`src/rtl/bldc_seq_pkg.sv`:
```
package bldc_seq_pkg;

   typedef enum logic [1:0] {
      MODE_IDLE  = 2'd0,
      MODE_ALIGN = 2'd1,
      MODE_RAMP  = 2'd2,
      MODE_RUN   = 2'd3
   } seq_mode_e;

   localparam int unsigned NUM_STEPS = 6;
   localparam int unsigned STATE_W   = 3;

endpackage

```
`src/rtl/seq_mode_fsm.sv`:
```
module seq_mode_fsm
   import bldc_seq_pkg::*;
#(
   parameter int unsigned CNT_W = 24
) (
   input  logic             clk,
   input  logic             rst_n,
   input  logic             enable,
   input  logic [CNT_W-1:0] align_cycles,
   input  logic [CNT_W-1:0] ramp_cycles,
   output seq_mode_e        mode
);

   localparam logic [CNT_W-1:0] TMR_ONE = CNT_W'(1);

   if (CNT_W < 2) begin : g_bad_cnt_w
      $error("seq_mode_fsm: CNT_W must be at least 2");
   end

   logic [CNT_W-1:0] tmr;

   always_ff @(posedge clk or negedge rst_n) begin
      if (!rst_n) begin
         mode <= MODE_IDLE;
         tmr  <= TMR_ONE;
      end else if (!enable) begin
         mode <= MODE_IDLE;
         tmr  <= TMR_ONE;
      end else begin
         case (mode)
            MODE_IDLE: begin
               mode <= MODE_ALIGN;
               tmr  <= TMR_ONE;
            end
            MODE_ALIGN: begin
               if (tmr >= align_cycles) begin
                  mode <= MODE_RAMP;
                  tmr  <= TMR_ONE;
               end else begin
                  tmr <= tmr + TMR_ONE;
               end
            end
            MODE_RAMP: begin
               if (tmr >= ramp_cycles) begin
                  mode <= MODE_RUN;
                  tmr  <= TMR_ONE;
               end else begin
                  tmr <= tmr + TMR_ONE;
               end
            end
            default: begin
               mode <= MODE_RUN;
            end
         endcase
      end
   end

endmodule

```
`src/rtl/seq_ramp_gen.sv`:
```
module seq_ramp_gen #(
   parameter int unsigned PER_W = 16
) (
   input  logic             clk,
   input  logic             rst_n,
   input  logic             active,
   input  logic [PER_W-1:0] period_init,
   input  logic [PER_W-1:0] period_floor,
   input  logic [PER_W-1:0] period_dec,
   output logic             step
);

   localparam logic [PER_W-1:0] CNT_ONE = PER_W'(1);

   if (PER_W < 2) begin : g_bad_per_w
      $error("seq_ramp_gen: PER_W must be at least 2");
   end

   logic [PER_W-1:0] cur_per;
   logic [PER_W-1:0] elapsed;
   logic [PER_W:0]   floor_plus_dec;
   logic [PER_W-1:0] next_per;

   // Saturating decrement: a single compare against floor+dec avoids underflow
   always_comb begin
      floor_plus_dec = {1'b0, period_floor} + {1'b0, period_dec};
      if ({1'b0, cur_per} > floor_plus_dec) begin
         next_per = cur_per - period_dec;
      end else begin
         next_per = period_floor;
      end
   end

   assign step = active && (elapsed >= cur_per);

   always_ff @(posedge clk or negedge rst_n) begin
      if (!rst_n) begin
         cur_per <= '0;
         elapsed <= CNT_ONE;
      end else if (!active) begin
         cur_per <= period_init;
         elapsed <= CNT_ONE;
      end else if (step) begin
         cur_per <= next_per;
         elapsed <= CNT_ONE;
      end else begin
         elapsed <= elapsed + CNT_ONE;
      end
   end

endmodule

```
`src/rtl/seq_edge_sync.sv`:
```
module seq_edge_sync #(
   parameter int unsigned STAGES = 2
) (
   input  logic clk,
   input  logic rst_n,
   input  logic async_in,
   output logic rise
);

   if (STAGES < 2) begin : g_bad_stages
      $error("seq_edge_sync: STAGES must be at least 2");
   end

   logic [STAGES:0] chain;

   always_ff @(posedge clk or negedge rst_n) begin
      if (!rst_n) begin
         chain[0] <= 1'b0;
      end else begin
         chain[0] <= async_in;
      end
   end

   for (genvar i = 1; i <= STAGES; i++) begin : g_stage
      always_ff @(posedge clk or negedge rst_n) begin
         if (!rst_n) begin
            chain[i] <= 1'b0;
         end else begin
            chain[i] <= chain[i-1];
         end
      end
   end

   assign rise = chain[STAGES-1] & ~chain[STAGES];

endmodule

```
`src/rtl/seq_comm_ctr.sv`:
```
module seq_comm_ctr #(
   parameter int unsigned NUM     = 6,
   parameter int unsigned STATE_W = 3
) (
   input  logic               clk,
   input  logic               rst_n,
   input  logic               clear,
   input  logic               advance,
   input  logic               up,
   output logic [STATE_W-1:0] state,
   output logic               tach
);

   localparam logic [STATE_W-1:0] LAST = STATE_W'(NUM - 1);
   localparam logic [STATE_W-1:0] ONE  = STATE_W'(1);

   if (NUM < 2 || NUM > (1 << STATE_W)) begin : g_bad_num
      $error("seq_comm_ctr: NUM does not fit STATE_W");
   end

   logic [STATE_W-1:0] nxt_up;
   logic [STATE_W-1:0] nxt_dn;

   always_comb begin
      nxt_up = (state == LAST) ? '0 : state + ONE;
      nxt_dn = (state == '0) ? LAST : state - ONE;
   end

   always_ff @(posedge clk or negedge rst_n) begin
      if (!rst_n) begin
         state <= '0;
         tach  <= 1'b0;
      end else if (clear) begin
         state <= '0;
         tach  <= 1'b0;
      end else if (advance) begin
         state <= up ? nxt_up : nxt_dn;
         tach  <= ~tach;
      end
   end

endmodule

```
`src/rtl/bldc_spinup_seq.sv`:
```
module bldc_spinup_seq
   import bldc_seq_pkg::*;
#(
   parameter int unsigned CNT_W       = 24,
   parameter int unsigned PER_W       = 16,
   parameter int unsigned SYNC_STAGES = 2
) (
   input  logic               clk,
   input  logic               rst_n,
   input  logic               enable,
   input  logic               step_dir,
   input  logic [CNT_W-1:0]   align_cycles,
   input  logic [CNT_W-1:0]   ramp_cycles,
   input  logic [PER_W-1:0]   period_init,
   input  logic [PER_W-1:0]   period_floor,
   input  logic [PER_W-1:0]   period_dec,
   input  logic               run_clk,
   output logic [STATE_W-1:0] comm_state,
   output logic               tach,
   output logic [1:0]         seq_mode,
   output logic               drive_on
);

   seq_mode_e mode;
   logic      ramp_step;
   logic      run_rise;
   logic      advance;
   logic      clear;

   seq_mode_fsm #(.CNT_W(CNT_W)) u_fsm (
      .clk          (clk),
      .rst_n        (rst_n),
      .enable       (enable),
      .align_cycles (align_cycles),
      .ramp_cycles  (ramp_cycles),
      .mode         (mode)
   );

   seq_ramp_gen #(.PER_W(PER_W)) u_ramp (
      .clk          (clk),
      .rst_n        (rst_n),
      .active       (mode == MODE_RAMP),
      .period_init  (period_init),
      .period_floor (period_floor),
      .period_dec   (period_dec),
      .step         (ramp_step)
   );

   seq_edge_sync #(.STAGES(SYNC_STAGES)) u_sync (
      .clk      (clk),
      .rst_n    (rst_n),
      .async_in (run_clk),
      .rise     (run_rise)
   );

   // Disable has priority: it clears state even when an advance is pending
   assign clear   = !enable || (mode == MODE_IDLE);
   assign advance = enable && (ramp_step || ((mode == MODE_RUN) && run_rise));

   seq_comm_ctr #(.NUM(NUM_STEPS), .STATE_W(STATE_W)) u_ctr (
      .clk     (clk),
      .rst_n   (rst_n),
      .clear   (clear),
      .advance (advance),
      .up      (step_dir),
      .state   (comm_state),
      .tach    (tach)
   );

   assign seq_mode = mode;
   assign drive_on = (mode != MODE_IDLE);

endmodule

```
`config.mk`:
```
export PLATFORM = sky130hd
export DESIGN_NAME = bldc_spinup_seq
export DESIGN_NICKNAME = d
export VERILOG_FILES = /design/src/rtl/bldc_seq_pkg.sv /design/src/rtl/seq_mode_fsm.sv /design/src/rtl/seq_ramp_gen.sv /design/src/rtl/seq_edge_sync.sv /design/src/rtl/seq_comm_ctr.sv /design/src/rtl/bldc_spinup_seq.sv
export SDC_FILE = /design/constraint.sdc
export NUM_CORES = 1
export LEC_CHECK = 0
export CAP_MARGIN = 20
export CORE_MARGIN = 10
export CORE_UTILIZATION = 60
export CTS_CLUSTER_DIAMETER = 80
export DETAILED_ROUTE_END_ITERATION = 10
export DONT_BUFFER_PORTS = 1
export GPL_ROUTABILITY_DRIVEN = 0
export PLACE_DENSITY = 0.79
export SYNTH_ARGS = -nofsm -noshare
export SYNTH_HDL_FRONTEND = slang
export SYNTH_SLANG_ARGS = --single-unit
```
`constraint.sdc`:
```
create_clock -name clk -period 2.54 [get_ports clk]
set_input_delay 0.762 -clock clk [delete_from_list [all_inputs] [get_ports clk]]
set_output_delay 0.762 -clock clk [all_outputs]
set_load 0.01 [all_outputs]
```
# Word level (Yosys, flattened, before mapping)
# Index checks and enable logic that the tools add are counted.
op_classes:
  addsub: 6
  order_cmp: 4
  eq_ne: 8
  muxes: 20
  bitwise_logic: 3
  reduce_logical: 11
ops:
  columns: ["op", "count"]
  rows:
  - ["$mux 16", 5]
  - ["$mux 24", 3]
  - ["$pmux 24 s3", 1]
  - ["$ge 24x24->1", 2]
  - ["$add 24x1->24 const B", 1]
  - ["$add 16x16->17", 1]
  - ["$gt 16x17->1", 1]
  - ["$add 16x1->16 const B", 1]
  - ["$ge 16x16->1", 1]
  - ["$sub 16x16->16", 1]
  - ["$mux 3", 5]
  - ["$mux 2", 3]
  - ["$pmux 2 s3", 1]
  - ["$eq 2x2->1 const B", 2]
  - ["$ne 4x1->1 const B", 1]
  - ["$reduce_bool 2->1", 2]
  - ["$add 3x1->3 const B", 1]
  - ["$eq 3x3->1 const B", 1]
  - ["$logic_and 1x1->1", 3]
  - ["$logic_not 3->1", 1]
  - ["$ne 3x2->1 const B", 1]
  - ["$ne 3x3->1 const B", 1]
  - ["$sub 3x1->3 const B", 1]
  - ["$eq 2x1->1 const B", 1]
  - ["8 further kinds", 11]
word_totals:
  ff_bits: 65
  inputBits: 101
  out_inout_bits: 7
  word_cells: 61

# Logic depth before layout (Yosys ltp)
# Gate-level depths: netlist of run 1.
logic_depth:
  ltp_word: 7
  mapped_depth: 20
  mapped_depth_nobuf: 18

# Modules after synthesis
# From an unflattened synthesis of run 1, not the netlist that was laid out.
hier_totals:
  cells_unflattened: 847
  hier_area_um2: 6977.9
modules_own_cells:
  columns: ["mod", "instances", "cells_each", "area_per_inst_um2", "seq_area_each_um2"]
  rows:
  - ["seq_ramp_gen", 1, 449, 3767.4, 802.0]
  - ["seq_mode_fsm", 1, 362, 2847.7, 651.9]
  - ["seq_comm_ctr", 1, 27, 240.2, 100.1]
  - ["seq_edge_sync", 1, 4, 88.8, 75.1]
  - ["bldc_spinup_seq", 1, 5, 33.8, 0.0]

# Worst setup path after synthesis of run 1
# Ideal clock, no wire load.
synth_path:
  kind: "input-to-reg"
  from: "in period_floor[0]"
  to: "reg u_ramp.cur_per[7]"
  setup_time_ps: 145
  arrival_time_ps: 4498
  t_required_ps: 2395
  slack_ps: -2104
  cell_stages: 20
  n_path_buf: 2
  path_cell_list: "ha_1 -> fa_1 -> a21oi_1 -> o21ai_0 -> a21oi_1 -> o211ai_1 -> a21o_1 -> a21o_1 -> a21oi_1 -> xor2_1 -> ha_1 -> and3_1 -> nand4_1 -> or3_1 -> a31oi_1 -> and2_1 -> buf_4 -> buf_6 -> mux2i_1 -> o221ai_1"
synth_between:
  elab_chain_cells: 5
synth_lines:
  columns: ["element", "line", "text"]
  rows:
  - ["from (decl)", "bldc_spinup_seq.sv:15", "input logic [PER_W-1:0] period_floor,"]
  - ["$add 16x16->17", "seq_ramp_gen.sv:26", "floor_plus_dec = {1'b0, period_floor} + {1'b0, period_dec};"]
  - ["$gt 16x17->1", "seq_ramp_gen.sv:27", "if ({1'b0, cur_per} > floor_plus_dec) begin"]
  - ["$mux 16", "seq_ramp_gen.sv:27", null]
  - ["$mux 16", "seq_ramp_gen.sv:43", "end else if (step) begin"]
  - ["$mux 16", "seq_ramp_gen.sv:40", "end else if (!active) begin"]
  - ["to (signal assigned)", "seq_ramp_gen.sv:41", "cur_per <= period_init;"]
  - ["to (signal assigned)", "seq_ramp_gen.sv:44", "cur_per <= next_per;"]
  - ["to (decl)", "seq_ramp_gen.sv:19", "logic [PER_W-1:0] cur_per;"]
# Every way passes these cells. The select of a mux whose other input is x is not followed.
# A chain may end at the register's enable or synchronous reset.

# Worst setup path after layout of run 1
layout_path:
  from: "in period_floor[0]"
  to: "reg u_ramp.cur_per[14]"
# The elaborated chain is that of the path after synthesis.

==> impl_metrics.csv, run 1 <==
group,metric,value,unit
critical_path,cp.arrival,4.37,ns
timing,fin_crit,4.15,ns
clock_tree,cts.path.max_buffers,2,
timing,worst_pin_slew,0.523,ns
synth,synthCells,866,
placement,io_buffers,0,
synth,synth_top_area_share,22.6,%
synth,muxShareOfSynthArea,1.29,%
synth,synth-adder-area-share,21.7,%
global_routing,grt_max_degree,66,
placement,dpl.hpwl,16200,um
synth,synth-simple-area-share,19.3,%
clock_tree,clk_latency,0.35,ns
timing,finClkSkew,0.00588,ns
critical_path,rr_startpoint,"u_ramp.cur_per[5]",
timing,final_hold_viol_count,0,
global_routing,grt_usage,26.3,%
global_routing,grt_pass1_wl,36100,um
synth,synth_common_cells,"ha_1, inv_1, nand2_1, nor2_1, dfrtp_1",
synth,synth_edf_count,0,
routing,vias_per_cell,6.22,
synth,synth_compound_area_share,22.5,%
routing,ant_nets,0,
power_and_ir_drop,pwr-share-seq,25.1,%
synth,synth.most_common_cell,"ha_1",
power_and_ir_drop,p_switching,1.88,mW
routing,drt-total-wl,22300,um
clock_tree,clk_pin_slew,0.05,ns
cells_and_area,layout.nets,1223,
timing,setup_viol,35,
critical_path,worst_setup_path_start_kind,"primary input",
clock_tree,cts.sinks,65,
cells_and_area,syn_to_final_growth,31.2,%
die,io_pins,108,
synth,synth_area,6980,sq um
placement,place_inst,1105,
cells_and_area,finish.utilization,80.2,%
synth,ys_types,63,
cells_and_area,stdcell_count,1149,
synth,async_flop_share,100,%
power_and_ir_drop,p_total,5.08,mW
power_and_ir_drop,p_leak,4.75,nW
global_routing,grt-ovfl-total,0,
synth,synth.largest_area_cell,"dfrtp_1",
routing,first_pass_iters,5,
placement,dp_slack,-1.96,ns
synth,yosysSeqAreaShare,23.3,%
routing,dr.first_iter.drc_count,438,
timing,rsz0062_at_grt,"yes",
critical_path,r2r_slack,-0.27,ns
hold_path,hp-class,"primary input to asynchronous set/reset pin",
clock_tree,clockRootBuffer,"clkbuf_16",
timing,fmax,241,MHz
routing,wl_per_cell,19.4,um
critical_path,endpoint_kind,"register",
global_routing,grt_pass1_vias,7714,
clock_tree,cts-htree-levels,3,
power_and_ir_drop,p_clk_share,26.7,%
synth,synth_ff_type,"dfrtp_1",
die,fp.dieW,128,um
outcome,violations,"negative setup slack",
clock_tree,cts_buffers,9,
die,placementRows,39,
critical_path,critPathKind,"primary input to register",
critical_path,crit_fanout,7,
timing,fin_ws,-1.61,ns
timing,min_period_over_period,163,%
job,cap_violations,0,
power_and_ir_drop,peakVddDrop,0.388,mV
synth,yosys.area_share.xor_xnor,4.27,%
power_and_ir_drop,p_comb_share,48.2,%
outcome,status,"finished, violations left",
synth,syn_area_per_cell,8.06,sq um
timing,max_slew_margin,64.7,%
cells_and_area,drive_above_1_share,25.4,%
synth,synthTopCellsByArea,"dfrtp_1, ha_1, inv_1",
clock_tree,cts_hold_buf,0,
critical_path,crit_required,2.76,ns
die,core_area,11400,sq um
power_and_ir_drop,p_int,3.20,mW
power_and_ir_drop,p_per_area,554,nW/um^2
power_and_ir_drop,sw_frac_of_total,37.0,%
synth,synth_top_family_by_area,"compound AO/OA/AOI/OAI gates",
synth,ys_warn_count,0,
routing,remaining_drc_errors,0,
die,die_y,128,um
routing,vias,7145,
timing,report.final.slew_viol_count,0,
clock_tree,cts_tree,"built",
synth,ys_ff_latch,65,
die,die-area,16300,sq um
cells_and_area,num_antenna_cells,0,
synth,syn_nets,1087,
die,start_util,61.1,%
critical_path,rr_endpoint,"u_ramp.cur_per[14]",
critical_path,r2r_cells,11,
global_routing,antenna_found_initial,0,
-- how the worst max path moves through the flow --
stage / slack, ns / end / startpoint / cells past startpoint
floorplan: -1.75 / u_ramp.cur_per[7] / period_floor[1] / 19
global placement: -1.85 / u_ramp.cur_per[15] / period_floor[1] / 17
detailed placement: -1.96 / u_ramp.cur_per[15] / period_floor[1] / 17
CTS: -1.55 / u_ramp.cur_per[14] / period_floor[1] / 18
global route: -1.77 / u_ramp.cur_per[13] / period_floor[0] / 18
finish: -1.61 / u_ramp.cur_per[14] / period_floor[0] / 20
-- registers in the layout, indices dropped and copies added (netlist names) --
register        flops
u_ctr.state         3
u_ctr.tach          1
u_fsm.mode          2
u_fsm.tmr          24
u_ramp.cur_per     16
u_ramp.elapsed     16
u_sync.chain        3
-- metrics by stage --
step	setup TNS (ns)	area, sq um	hold WS [ns]
after floorplan	-28.77	7320	0.331
after global placement	-35.21	8330	0.341
after detailed placement	-38.82	8330	0.349
after CTS	-24.91	8990	0.110
after global routing	-31.43	9160	0.101
final	-26.01	9160	0.107
-- power groups by stage --
stage | combinational, mW | clock, mW | sequential (mW)
2_1_floorplan | 1.37 | 0 | 1.24
3_3_place_gp | 1.92 | 0 | 1.28
3_5_place_dp | 2.03 | 0 | 1.28
4_1_cts | 2.31 | 1.35 | 1.26
5_1_grt | 2.68 | 1.40 | 1.28
6_report | 2.45 | 1.35 | 1.27
-- metal layers --
metal  up-vias  wire (um)  GRT usage, %
li1       3367          -             -
met1      3413       8410          27.8
met2       286      11500          47.5
met3        79       1540          6.53
met4         0        928          13.3
met5         -          0             0
-- cell type report --
type / instances / area [sq um]
Clock buffer: 12 / 246
Tap cell: 143 / 179
Clock inverter: 3 / 65.1
Timing Repair Buffer: 143 / 1210
Multi-Input combinational cell: 667 / 5380
Fill cell: 711 / 2260
Inverter: 116 / 453
Sequential cell: 65 / 1630
-- worst max-delay path: stages --
cell,delay [ns]
ha_4,0.14
fa_2,0.35
a21oi_2,0.18
o21ai_2,0.07
a21oi_2,0.18
o211ai_1,0.13
a21o_1,0.20
a21o_1,0.18
a21oi_2,0.13
xor2_1,0.08
ha_1,0.30
and3_4,0.19
nand4_1,0.11
buf_4,0.16
o311ai_4,0.27
buf_4,0.17
a31oi_4,0.05
and2_4,0.22
and2_4,0.16
a221o_1,0.32
-- cell families (layout without fill, tap and decap cells) --
kind of cell | count (synthesis) | count (layout)
compound gates | 218 | 218
buf+inv | 135 | 274
xor+xnor | 34 | 34
flops | 65 | 65
mux | 9 | 9
simple gates | 285 | 286
fa+ha+maj | 120 | 120
-- layout by cell type, fill, tap and decap left out, types with 8 or more instances in the layout --
cell type,instances
o21ai_0,27
a21oi_1,24
buf_4,124
nand3_1,41
o221ai_2,20
xor2_1,14
o221ai_1,10
ha_4,10
nand4_1,13
mux2i_1,9
o211ai_1,14
and2_1,18
a21o_1,33
clkbuf_16,9
a21oi_2,8
dfrtp_1,62
inv_1,111
o21a_1,12
ha_1,106
xnor2_1,20
buf_6,12
and3_1,10
nand2_1,78
nor2_1,71
nor3_1,10
-- what timing repair did --
item | CTS | global route
resized for setup | 35 | 33
endpoints found under the setup margin | 49 | 59
buffers inserted | 20 | 10
pin swaps | 63 | 39
cloned | 2 | 0
Note: power is estimated with default switching activity, not from simulation.
==> run 2, diff against run 1 <==
--- a/config.mk
+++ b/config.mk
@@ -6,13 +6,15 @@
 export NUM_CORES = 1
 export LEC_CHECK = 0
 export CAP_MARGIN = 20
+export CELL_PAD_IN_SITES_DETAIL_PLACEMENT = 1
+export CELL_PAD_IN_SITES_GLOBAL_PLACEMENT = 1
 export CORE_MARGIN = 10
-export CORE_UTILIZATION = 60
+export CORE_UTILIZATION = 44
 export CTS_CLUSTER_DIAMETER = 80
 export DETAILED_ROUTE_END_ITERATION = 10
 export DONT_BUFFER_PORTS = 1
 export GPL_ROUTABILITY_DRIVEN = 0
-export PLACE_DENSITY = 0.79
+export PLACE_DENSITY = 0.78
 export SYNTH_ARGS = -nofsm -noshare
 export SYNTH_HDL_FRONTEND = slang
 export SYNTH_SLANG_ARGS = --single-unit
==> run 2 against run 1 <==
The flow still finishes with violations (negative setup slack); clock skew increased by 0.0041 ns; core utilization shrank 20 points; count of clock-buffer cells in the layout increased by 2; largest cell class unchanged; largest power group unchanged; highest routed layer unchanged.
==> impl_metrics.csv, run 2 (synthesis gave the netlist of run 1 again) <==
group,metric,value,unit
placement,placed_cell_area,8420,sq um
die,io_pins,108,
critical_path,rr_startpoint,"u_ramp.cur_per[5]",
outcome,violations,"negative setup slack",
timing,fin_ws,-1.77,ns
timing,rsz0062_at_grt,"yes",
clock_tree,cts_hold_buf,0,
clock_tree,clk_latency,0.35,ns
routing,dr.first_iter.drc_count,455,
routing,wl_per_cell,22.6,um
power_and_ir_drop,p_per_area,556,nW/um^2
die,die-area,21300,sq um
critical_path,cp.arrival,4.52,ns
global_routing,grt-ovfl-total,0,
timing,setup_tns,-29.95,ns
clock_tree,cts_buffers,9,
critical_path,r2r_cells,11,
routing,first_pass_iters,5,
timing,final_hold_viol_count,0,
clock_tree,cts.sinks,65,
placement,dpl.hpwl,19400,um
hold_path,hp-class,"primary input to asynchronous set/reset pin",
global_routing,grt_pass1_vias,8303,
timing,fin_crit,4.31,ns
global_routing,grt_max_degree,66,
cells_and_area,finish.utilization,60.0,%
clock_tree,clk_pin_slew,0.06,ns
timing,fmax,232,MHz
timing,finClkSkew,0.0100,ns
clock_tree,clockRootBuffer,"clkbuf_16",
routing,remaining_drc_errors,0,
global_routing,antenna_found_initial,0,
critical_path,endpoint_kind,"register",
cells_and_area,drive_above_1_share,26.3,%
cells_and_area,num_antenna_cells,0,
routing,drt-total-wl,27700,um
clock_tree,cts_tree,"built",
cells_and_area,final_common_cell,"buf_4",
cells_and_area,final_area,9220,sq um
critical_path,critPathKind,"primary input to register",
cells_and_area,largest_reg_flops,24,
cells_and_area,largest_register,"u_fsm.tmr",
placement,io_buffers,0,
critical_path,worst_setup_path_start_kind,"primary input",
placement,dp_slack,-2.02,ns
critical_path,crit_required,2.75,ns
timing,hold-worst-slack,0.113,ns
cells_and_area,final_cell_mix,"buf_4, inv_1, ha_1",
power_and_ir_drop,p_leak,4.75,nW
die,start_util,45.4,%
outcome,status,"finished, violations left",
cells_and_area,layout.nets,1228,
die,fp.dieW,146,um
routing,ant_nets,0,
critical_path,r2r_slack,-0.28,ns
critical_path,crit_fanout,8,
critical_path,rr_endpoint,"u_ramp.cur_per[15]",
die,placementRows,45,
cells_and_area,reg_top3,"u_fsm.tmr x24, u_ramp.cur_per x16, u_ramp.elapsed x16",
timing,report.final.slew_viol_count,0,
job,cap_violations,0,
clock_tree,cts.path.max_buffers,2,
timing,max_slew_margin,58.9,%
global_routing,grt_usage,25.2,%
timing,worst_pin_slew,0.617,ns
routing,vias_per_cell,5.99,
power_and_ir_drop,peakVddDrop,0.350,mV
timing,min_period_over_period,170,%
global_routing,grt_pass1_wl,44200,um
routing,vias,7326,
clock_tree,cts-htree-levels,3,
cells_and_area,syn_to_final_growth,32.1,%
timing,setup_viol,45,
die,core_area,15400,sq um
die,die_y,146,um
-- run 2: changes by cell type in the layout (fill, tap and decap cells not counted), sizes merged --
cell	before	now
buf	143	148
clkbuf	12	14
bufinv	2	1
-- run 2: repair_timing --
item / CTS / global route
resized for setup: 56 / 24
buffers inserted: 21 / 4
gates cloned: 2 / 0
setup endpoints to repair: 45 / 61
pin swaps: 75 / 22
-- run 2: area by class of cell --
type,count,area [sq um]
clock buffer,14,274
clock inverter,2,35.0
fill,1827,6150
inverter,116,450
multi-input combinational,667,5380
sequential,65,1630
tap,211,264
timing repair buffer,148,1190
-- run 2: worst max-delay path, stage by stage --
cell      delay [ns]
ha_4            0.15
fa_2            0.35
a21oi_2         0.18
o21ai_1         0.09
a21oi_2         0.20
o211ai_1        0.14
a21o_1          0.23
a21o_1          0.19
a21oi_2         0.17
xor2_1          0.11
ha_1            0.32
and3_4          0.19
nand4_1         0.12
or3_4           0.40
a31oi_4         0.22
and2_4          0.31
mux2i_1         0.26
o221ai_1        0.13
-- run 2: metal layers --
| metal | vias to the layer above | track usage (%) | wire length (um) |
|---|---|---|---|
| met5 | - | 0 | 0 |
| li1 | 3365 | - | - |
| met4 | 0 | 11.8 | 1170 |
| met1 | 3632 | 26.9 | 10500 |
| met3 | 83 | 5.15 | 1460 |
| met2 | 246 | 46.3 | 14500 |
-- run 2: where the power goes --
part           switching (mW)  total, mW  internal (mW)
clock network           0.512       1.35          0.841
logic                    1.34       2.50           1.16
registers               0.147       1.28           1.13
-- run 2: worst max path at each step --
stage	cells after the start	endpoint	start	slack [ns]
3_3_place_gp	17	u_ramp.cur_per[15]	period_floor[1]	-1.90
6_report	18	u_ramp.cur_per[9]	period_floor[0]	-1.77
2_1_floorplan	19	u_ramp.cur_per[7]	period_floor[1]	-1.75
5_1_grt	18	u_ramp.cur_per[8]	period_floor[0]	-1.88
4_1_cts	18	u_ramp.cur_per[15]	period_floor[0]	-1.58
3_5_place_dp	17	u_ramp.cur_per[15]	period_floor[1]	-2.02
-- run 2: per-stage QoR --
stage / instances / power [mW]
2_1_floorplan: 866 / 2.62
3_3_place_gp: 1181 / 3.22
3_5_place_dp: 1181 / 3.38
4_1_cts: 1220 / 5.01
5_1_grt: 1223 / 5.40
6_report: 1223 / 5.13
